$ cat src/rtl/fm_env_pkg.sv
package fm_env_pkg;
  typedef enum logic [2:0] {
    PH_IDLE    = 3'd0,
    PH_ATTACK  = 3'd1,
    PH_DECAY   = 3'd2,
    PH_SUSTAIN = 3'd3,
    PH_RELEASE = 3'd4
  } env_phase_e;
endpackage

$ cat src/rtl/fm_env_edge.sv
module fm_env_edge (
  input  logic clk,
  input  logic rst_n,
  input  logic trig,
  output logic rise_ev,
  output logic fall_ev
);
  logic trig_q;

  always_ff @(posedge clk) begin
    if (!rst_n) trig_q <= 1'b0;
    else        trig_q <= trig;
  end

  assign rise_ev = trig & ~trig_q;
  assign fall_ev = ~trig & trig_q;

  // a held trigger cannot produce two key-on events in a row
  assert_single_pulse_R3: assert property (@(posedge clk) disable iff (!rst_n)
    rise_ev |=> !rise_ev);
endmodule

$ cat src/rtl/fm_env_rate.sv
module fm_env_rate #(
  parameter int RATE_W = 4
) (
  input  logic              clk,
  input  logic              rst_n,
  input  logic              sample_en,
  input  logic              clear,
  input  logic [RATE_W-1:0] rate,
  output logic              step_ev
);
  localparam int TOP_CODE = (1 << RATE_W) - 1;
  localparam int CNT_W    = TOP_CODE;

  logic [CNT_W-1:0] cnt_q;

  // interval of 2^(TOP_CODE-code) samples, expressed as last count value
  function automatic logic [CNT_W-1:0] step_limit(input logic [RATE_W-1:0] code);
    return CNT_W'((32'd1 << (TOP_CODE - int'(code))) - 32'd1);
  endfunction

  assign step_ev = sample_en && (rate != '0) && (cnt_q >= step_limit(rate));

  always_ff @(posedge clk) begin
    if (!rst_n)                        cnt_q <= '0;
    else if (clear || step_ev)         cnt_q <= '0;
    else if (sample_en && rate != '0)  cnt_q <= cnt_q + CNT_W'(1);
  end
endmodule

$ cat src/rtl/fm_env_gen.sv
module fm_env_gen #(
  parameter int ATT_W         = 7,
  parameter int RATE_W        = 4,
  parameter int ATTACK_STEP   = 8,
  parameter int CHAN_SUS_RATE = 5
) (
  input  logic              clk,
  input  logic              rst_n,
  input  logic              sample_en,
  input  logic              key_trig,
  input  logic [RATE_W-1:0] attack_rate,
  input  logic [RATE_W-1:0] decay_rate,
  input  logic [RATE_W-1:0] sustain_lvl,
  input  logic [RATE_W-1:0] release_rate,
  input  logic              op_sustain_en,
  input  logic              chan_sustain,
  input  logic              is_carrier,
  input  logic              test_zero,
  output logic [ATT_W-1:0]  atten_out,
  output logic [2:0]        phase_out
);
  import fm_env_pkg::*;

  localparam logic [ATT_W-1:0] MAX_ATT = '1;
  localparam int SL_SHIFT = ATT_W - RATE_W;

  env_phase_e        phase_q, phase_nxt;
  logic [ATT_W-1:0]  atten_q, atten_nxt;
  logic [RATE_W-1:0] cur_rate;
  logic key_on_ev, key_off_ev, key_off_taken, release_ok;
  logic step_ev, rate_clear, decay_done;

  function automatic logic [ATT_W-1:0] attack_next(input logic [ATT_W-1:0] a);
    if (a <= ATT_W'(ATTACK_STEP)) return '0;
    return a - ATT_W'(ATTACK_STEP);
  endfunction

  function automatic logic [ATT_W-1:0] sus_target(input logic [RATE_W-1:0] sl);
    return ATT_W'(sl) << SL_SHIFT;
  endfunction

  function automatic logic [ATT_W-1:0] sat_inc(input logic [ATT_W-1:0] a);
    return (a == MAX_ATT) ? a : a + ATT_W'(1);
  endfunction

  fm_env_edge u_edge (
    .clk(clk), .rst_n(rst_n), .trig(key_trig),
    .rise_ev(key_on_ev), .fall_ev(key_off_ev)
  );

  fm_env_rate #(.RATE_W(RATE_W)) u_rate (
    .clk(clk), .rst_n(rst_n), .sample_en(sample_en), .clear(rate_clear),
    .rate(cur_rate), .step_ev(step_ev)
  );

  assign release_ok    = is_carrier | ~op_sustain_en;
  assign key_off_taken = key_off_ev & release_ok & (phase_q != PH_IDLE);
  assign decay_done    = atten_q >= sus_target(sustain_lvl);

  always_comb begin
    case (phase_q)
      PH_ATTACK:  cur_rate = attack_rate;
      PH_DECAY:   cur_rate = decay_rate;
      PH_RELEASE: cur_rate = chan_sustain ? RATE_W'(CHAN_SUS_RATE) : release_rate;
      default:    cur_rate = '0;
    endcase
  end

  always_comb begin
    phase_nxt = phase_q;
    atten_nxt = atten_q;
    if (key_on_ev) begin
      phase_nxt = PH_ATTACK;
    end else if (key_off_taken) begin
      phase_nxt = PH_RELEASE;
    end else if (sample_en) begin
      case (phase_q)
        PH_ATTACK: begin
          if (atten_q == '0)  phase_nxt = PH_DECAY;
          else if (step_ev)   atten_nxt = attack_next(atten_q);
        end
        PH_DECAY: begin
          if (decay_done)     phase_nxt = op_sustain_en ? PH_SUSTAIN : PH_RELEASE;
          else if (step_ev)   atten_nxt = sat_inc(atten_q);
        end
        PH_RELEASE: begin
          if (atten_q == MAX_ATT) phase_nxt = PH_IDLE;
          else if (step_ev)       atten_nxt = sat_inc(atten_q);
        end
        default: ;
      endcase
    end
  end

  assign rate_clear = key_on_ev | (phase_nxt != phase_q);

  always_ff @(posedge clk) begin
    if (!rst_n) begin
      phase_q <= PH_IDLE;
      atten_q <= MAX_ATT;
    end else begin
      phase_q <= phase_nxt;
      atten_q <= atten_nxt;
    end
  end

  assign atten_out = test_zero ? '0 : atten_q;
  assign phase_out = phase_q;

  // attack never raises attenuation
  assert_attack_down_R2: assert property (@(posedge clk) disable iff (!rst_n)
    (phase_q == PH_ATTACK) |=> (atten_q <= $past(atten_q)));
  // a halted rate or missing sample pulse leaves attenuation alone
  assert_halt_R4: assert property (@(posedge clk) disable iff (!rst_n)
    (cur_rate == '0) |=> $stable(atten_q));
  assert_nosample_R4: assert property (@(posedge clk) disable iff (!rst_n)
    !sample_en |=> $stable(atten_q));
  // release starts at the level reached, no jump
  assert_release_nojump_R6: assert property (@(posedge clk) disable iff (!rst_n)
    (key_off_ev && !key_on_ev && release_ok && phase_q != PH_IDLE)
      |=> (phase_q == PH_RELEASE && atten_q == $past(atten_q)));
  // a sustaining modulator does not enter release on key-off
  assert_mod_hold_R7: assert property (@(posedge clk) disable iff (!rst_n)
    (key_off_ev && !is_carrier && op_sustain_en && phase_q != PH_RELEASE)
      |=> (phase_q != PH_RELEASE));
  // idle always means silence
  assert_idle_silent_R9: assert property (@(posedge clk) disable iff (!rst_n)
    (phase_q == PH_IDLE) |-> (atten_q == MAX_ATT));
endmodule

$ cat config.mk
export PLATFORM = sky130hd
export DESIGN_NAME = fm_env_gen
export DESIGN_NICKNAME = d
export VERILOG_FILES = /design/src/rtl/fm_env_pkg.sv /design/src/rtl/fm_env_edge.sv /design/src/rtl/fm_env_rate.sv /design/src/rtl/fm_env_gen.sv
export SDC_FILE = /design/constraint.sdc
export NUM_CORES = 1
export LEC_CHECK = 0
export ABC_AREA = 0
export BUFFER_PORTS_ARGS = -buffer_cell sky130_fd_sc_hd__buf_2
export CORE_ASPECT_RATIO = 0.75
export CORE_MARGIN = 3
export CORE_UTILIZATION = 58
export DETAILED_ROUTE_END_ITERATION = 8
export MAX_ROUTING_LAYER = met4
export PLACE_DENSITY = 0.81
export SLEW_MARGIN = 20
export SYNTH_ARGS = -nofsm -noshare
export SYNTH_HDL_FRONTEND = slang
export SYNTH_SLANG_ARGS = --single-unit
$ cat constraint.sdc
create_clock -name clk -period 6.2 [get_ports clk]
set_input_delay 0.62 -clock clk [delete_from_list [all_inputs] [get_ports clk]]
set_output_delay 0.62 -clock clk [all_outputs]
set_load 0.05 [all_outputs]
==> flow_metrics.py <==
metrics = {
    "run_status": {
        "outcome": "complete, no violations",
    },
    "synth": {
        "synth.top_cell.area_share": 0.219,
        "syn_area_per_cell_um2": 7.73,
        "synth_edf_count": 0,
        "ys.flop_type": "dfxtp_1",
        "synth_top_area_cell": "dfxtp_1",
        "yosys_warnings": 0,
        "synthDistinctLibCells": 56,
        "syn-cell-area_um2": 2380,
        "yosys-top-cells-area": "dfxtp_1, ha_1, a21oi_1",
        "syn_nets": 358,
        "postSynth.asyncResetShare": 0,
        "syn_inst": 308,
        "synth-seq-cells": 26,
        "ys_seq_area_frac": 0.219,
    },
    "timing": {
        "finalClockSkew_ns": 0.00696,
        "worst_slew_pin_slew_ns": 0.701,
        "max_freq_mhz": 179,
        "maxSlewHeadroom": 0.526,
        "fin_setup_tns_ns": 0,
        "setup_viol": 0,
        "period_share": 0.902,
        "rsz0062_at_grt": "false",
        "finalHoldViolations": 0,
        "period_needed_ns": 5.59,
        "maxSlewViolCount": 0,
    },
    "detailed_routing": {
        "routed_via_density": 6.26,
        "ant_nets": 0,
        "drtPass1Iterations": 5,
        "vias": 2410,
        "wire_per_inst_um": 15.0,
        "route.final.wire_length_um": 5780,
        "drtIter0Drc": 276,
        "drc": 0,
    },
    "worst_setup_path": {
        "crit_fanout": 20,
        "path_delay_family": "simple AND/OR/NAND/NOR gates",
        "rr_worst_depth": 16,
        "r2r_start": "phase_out[1]$_SDFF_PN0_",
        "crit_chain": "nor3b_2 > a32oi_1 > o21a_1 > nor3_1 > nand2_1 > ha_1 > or4_1 > a21oi_1 > a21oi_1 > ha_1 > nand4_1 > o311ai_0 > o31ai_1 > or4_4 > or4b_1 > nand4_1",
        "worstPathRequired_ns": 6.42,
        "ff2ff_setup_slack_ns": 0.61,
        "crit_slowest_cell": "dfxtp_1",
        "end_kind": "register",
        "worstSetupStartpointType": "register",
        "crit_buf_inv": 0,
        "r2r_end": "atten_q[6]$_SDFFE_PN1P_",
        "cp.arrival_ns": 5.81,
        "path_class": "reg2reg",
        "critPathMaxStageDelay_ns": 0.74,
    },
    "placed_design": {
        "placed_cells": 381,
        "portBuffers": 33,
        "gp_congestion": 0.916,
        "hpwl_um": 4390,
    },
    "job": {
        "drv_cap": 0,
    },
    "power_and_ir_drop": {
        "switching_share": 0.292,
        "seqPwrFrac": 0.483,
        "p_switching_mw": 0.104,
        "peakVddDrop_v": 0.000138,
        "leakagePower_nw": 1.14,
        "power.total_mw": 0.355,
        "intPower_mw": 0.251,
        "p_comb_frac": 0.200,
        "power_density_nw_per_um2": 136,
        "clock_power_share": 0.316,
    },
    "layout": {
        "stdcell_count": 385,
        "utilization": 0.685,
        "area_growth_syn_to_layout_pct": 9.52,
        "antenna_cells": 0,
        "fin_nets": 384,
        "drive_gt1_frac": 0.153,
    },
    "clocking": {
        "clk_pin_slew_ns": 0.09,
        "clock_path_buffers": 2,
        "cts.root.buffer_cell": "clkbuf_8",
        "hold_buffers": 0,
        "htreeDepth": 1,
        "cts_setup_buffers": 0,
        "cts_tree": "done",
        "numCtsBuffers": 3,
        "cts_resized": 0,
        "clk_latency_ns": 0.28,
        "clock-sinks": 26,
    },
    "floorplan": {
        "die_area_um2": 4920,
        "dieHeight_um": 61.5,
        "die_w_um": 80.0,
        "rows": 19,
        "io_pins": 34,
        "coreArea_um2": 3800,
        "initial_utilization": 0.626,
    },
    "grt": {
        "grt_max_degree": 21,
        "overflow": 0,
        "grt_pass1_wl_um": 9320,
        "grt_pass1_vias": 1973,
        "grt_usage": 0.247,
        "antenna_found_initial": 0,
    },
    "worst_hold_path": {
        "hp-class": "reg2reg",
        "min_from": "u_rate.cnt_q[0]$_SDFFE_PP0P_",
        "min_path_cells": 2,
        "min_to": "u_rate.cnt_q[0]$_SDFFE_PP0P_",
    },
}
## cells by family after synthesis
family                     after synthesis  share of synthesized area
buffers and inverters                   30                     0.0547
and+or+nand+nor                        127                      0.294
xor gates and xnor gates                15                     0.0552
DFF                                     26                      0.219
adders and majority gates               26                      0.137
AOI/OAI and AO/OA                       84                      0.240
## placed cells by master (no fill, tap or decap), drive strengths merged, types with 3 or more instances in the layout
master,count
a211o,3
a211oi,4
a21o,5
a21oi,22
a32oi,6
and3,4
and4bb,4
buf,34
clkbuf,4
dfxtp,26
ha,26
inv,17
nand2,24
nand3,17
nand4,10
nor2,29
nor2b,13
nor3,8
o211ai,3
o21a,4
o21ai,21
o311ai,4
or3,3
or4,3
xnor2,6
xor2,9
## per-stage QoR
| step | worst slack, ns | area [um2] | hold WS [ns] |
|---|---|---|---|
| 2_1_floorplan | 1.38 | 2380 | 0.462 |
| 3_3_place_gp | 1.02 | 2550 | 0.474 |
| 3_5_place_dp | 0.881 | 2550 | 0.490 |
| 4_1_cts | 0.645 | 2610 | 0.503 |
| 5_1_grt | 0.171 | 2610 | 0.535 |
| 6_report | 0.605 | 2610 | 0.502 |
## worst min-delay path, stage by stage, from the launching register on
cell	delay [ns]
dfxtp_1	0.34
nand2_1	0.06
a21oi_1	0.05
## how the worst max path moves through the flow
stage / startpoint / end / slack, ns / cells after the start
finish: phase_out[1]$_SDFF_PN0_ / atten_q[6]$_SDFFE_PN1P_ / 0.61 / 16
detailed placement: phase_out[1]$_SDFF_PN0_ / atten_q[6]$_SDFFE_PN1P_ / 0.88 / 16
floorplan: phase_out[2]$_SDFF_PN0_ / atten_q[6]$_SDFFE_PN1P_ / 1.38 / 18
global route: phase_out[1]$_SDFF_PN0_ / atten_q[6]$_SDFFE_PN1P_ / 0.17 / 16
CTS: phase_out[1]$_SDFF_PN0_ / atten_q[6]$_SDFFE_PN1P_ / 0.64 / 16
global placement: phase_out[1]$_SDFF_PN0_ / atten_q[6]$_SDFFE_PN1P_ / 1.02 / 16
## final cells by class
cell class	instances	area, um2
inverters	17	63.8
repair buffers	34	173
multi-input cells	252	1730
fillers	330	1200
flip-flops and latches	26	520
clock buffers	4	55.1
well taps	52	65.1
## power groups by stage
stage          logic [mW]  clock network (mW)  registers, mW
2_1_floorplan      0.0493                   0          0.175
3_3_place_gp       0.0685                   0          0.175
3_5_place_dp       0.0693                   0          0.175
4_1_cts            0.0701               0.115          0.171
5_1_grt            0.0781               0.120          0.172
6_report           0.0711               0.112          0.172
## synthesized netlist by cell type, drive strengths merged (4+ instances only)
master and count:
nand3 17, and4bb 4, a211oi 4, nand2 24, dfxtp 26, xnor2 6, a21oi 22, ha 26
xor2 9, inv 17, nor3 8, o21a 4, nor2b 13, and3 4, nor2 29, o21ai 21
a32oi 6, nand4 10, o311ai 4, buf 5, clkbuf 8, a21o 5
## per-layer routing
| layer | up-vias | wire length (um) | GRT usage |
|---|---|---|---|
| li1 | 1190 | - | - |
| met1 | 1140 | 2860 | 0.353 |
| met2 | 73 | 2470 | 0.363 |
| met3 | 7 | 401 | 0.0482 |
| met4 | 0 | 55 | 0.0458 |
| met5 | - | 0 | - |
## state kept, by name (all words and copies together) (netlist names)
signal         cells
u_rate.cnt_q      15
atten_q            7
phase_out          3
u_edge.trig_q      1
Note: power is estimated with default switching activity, not from simulation.
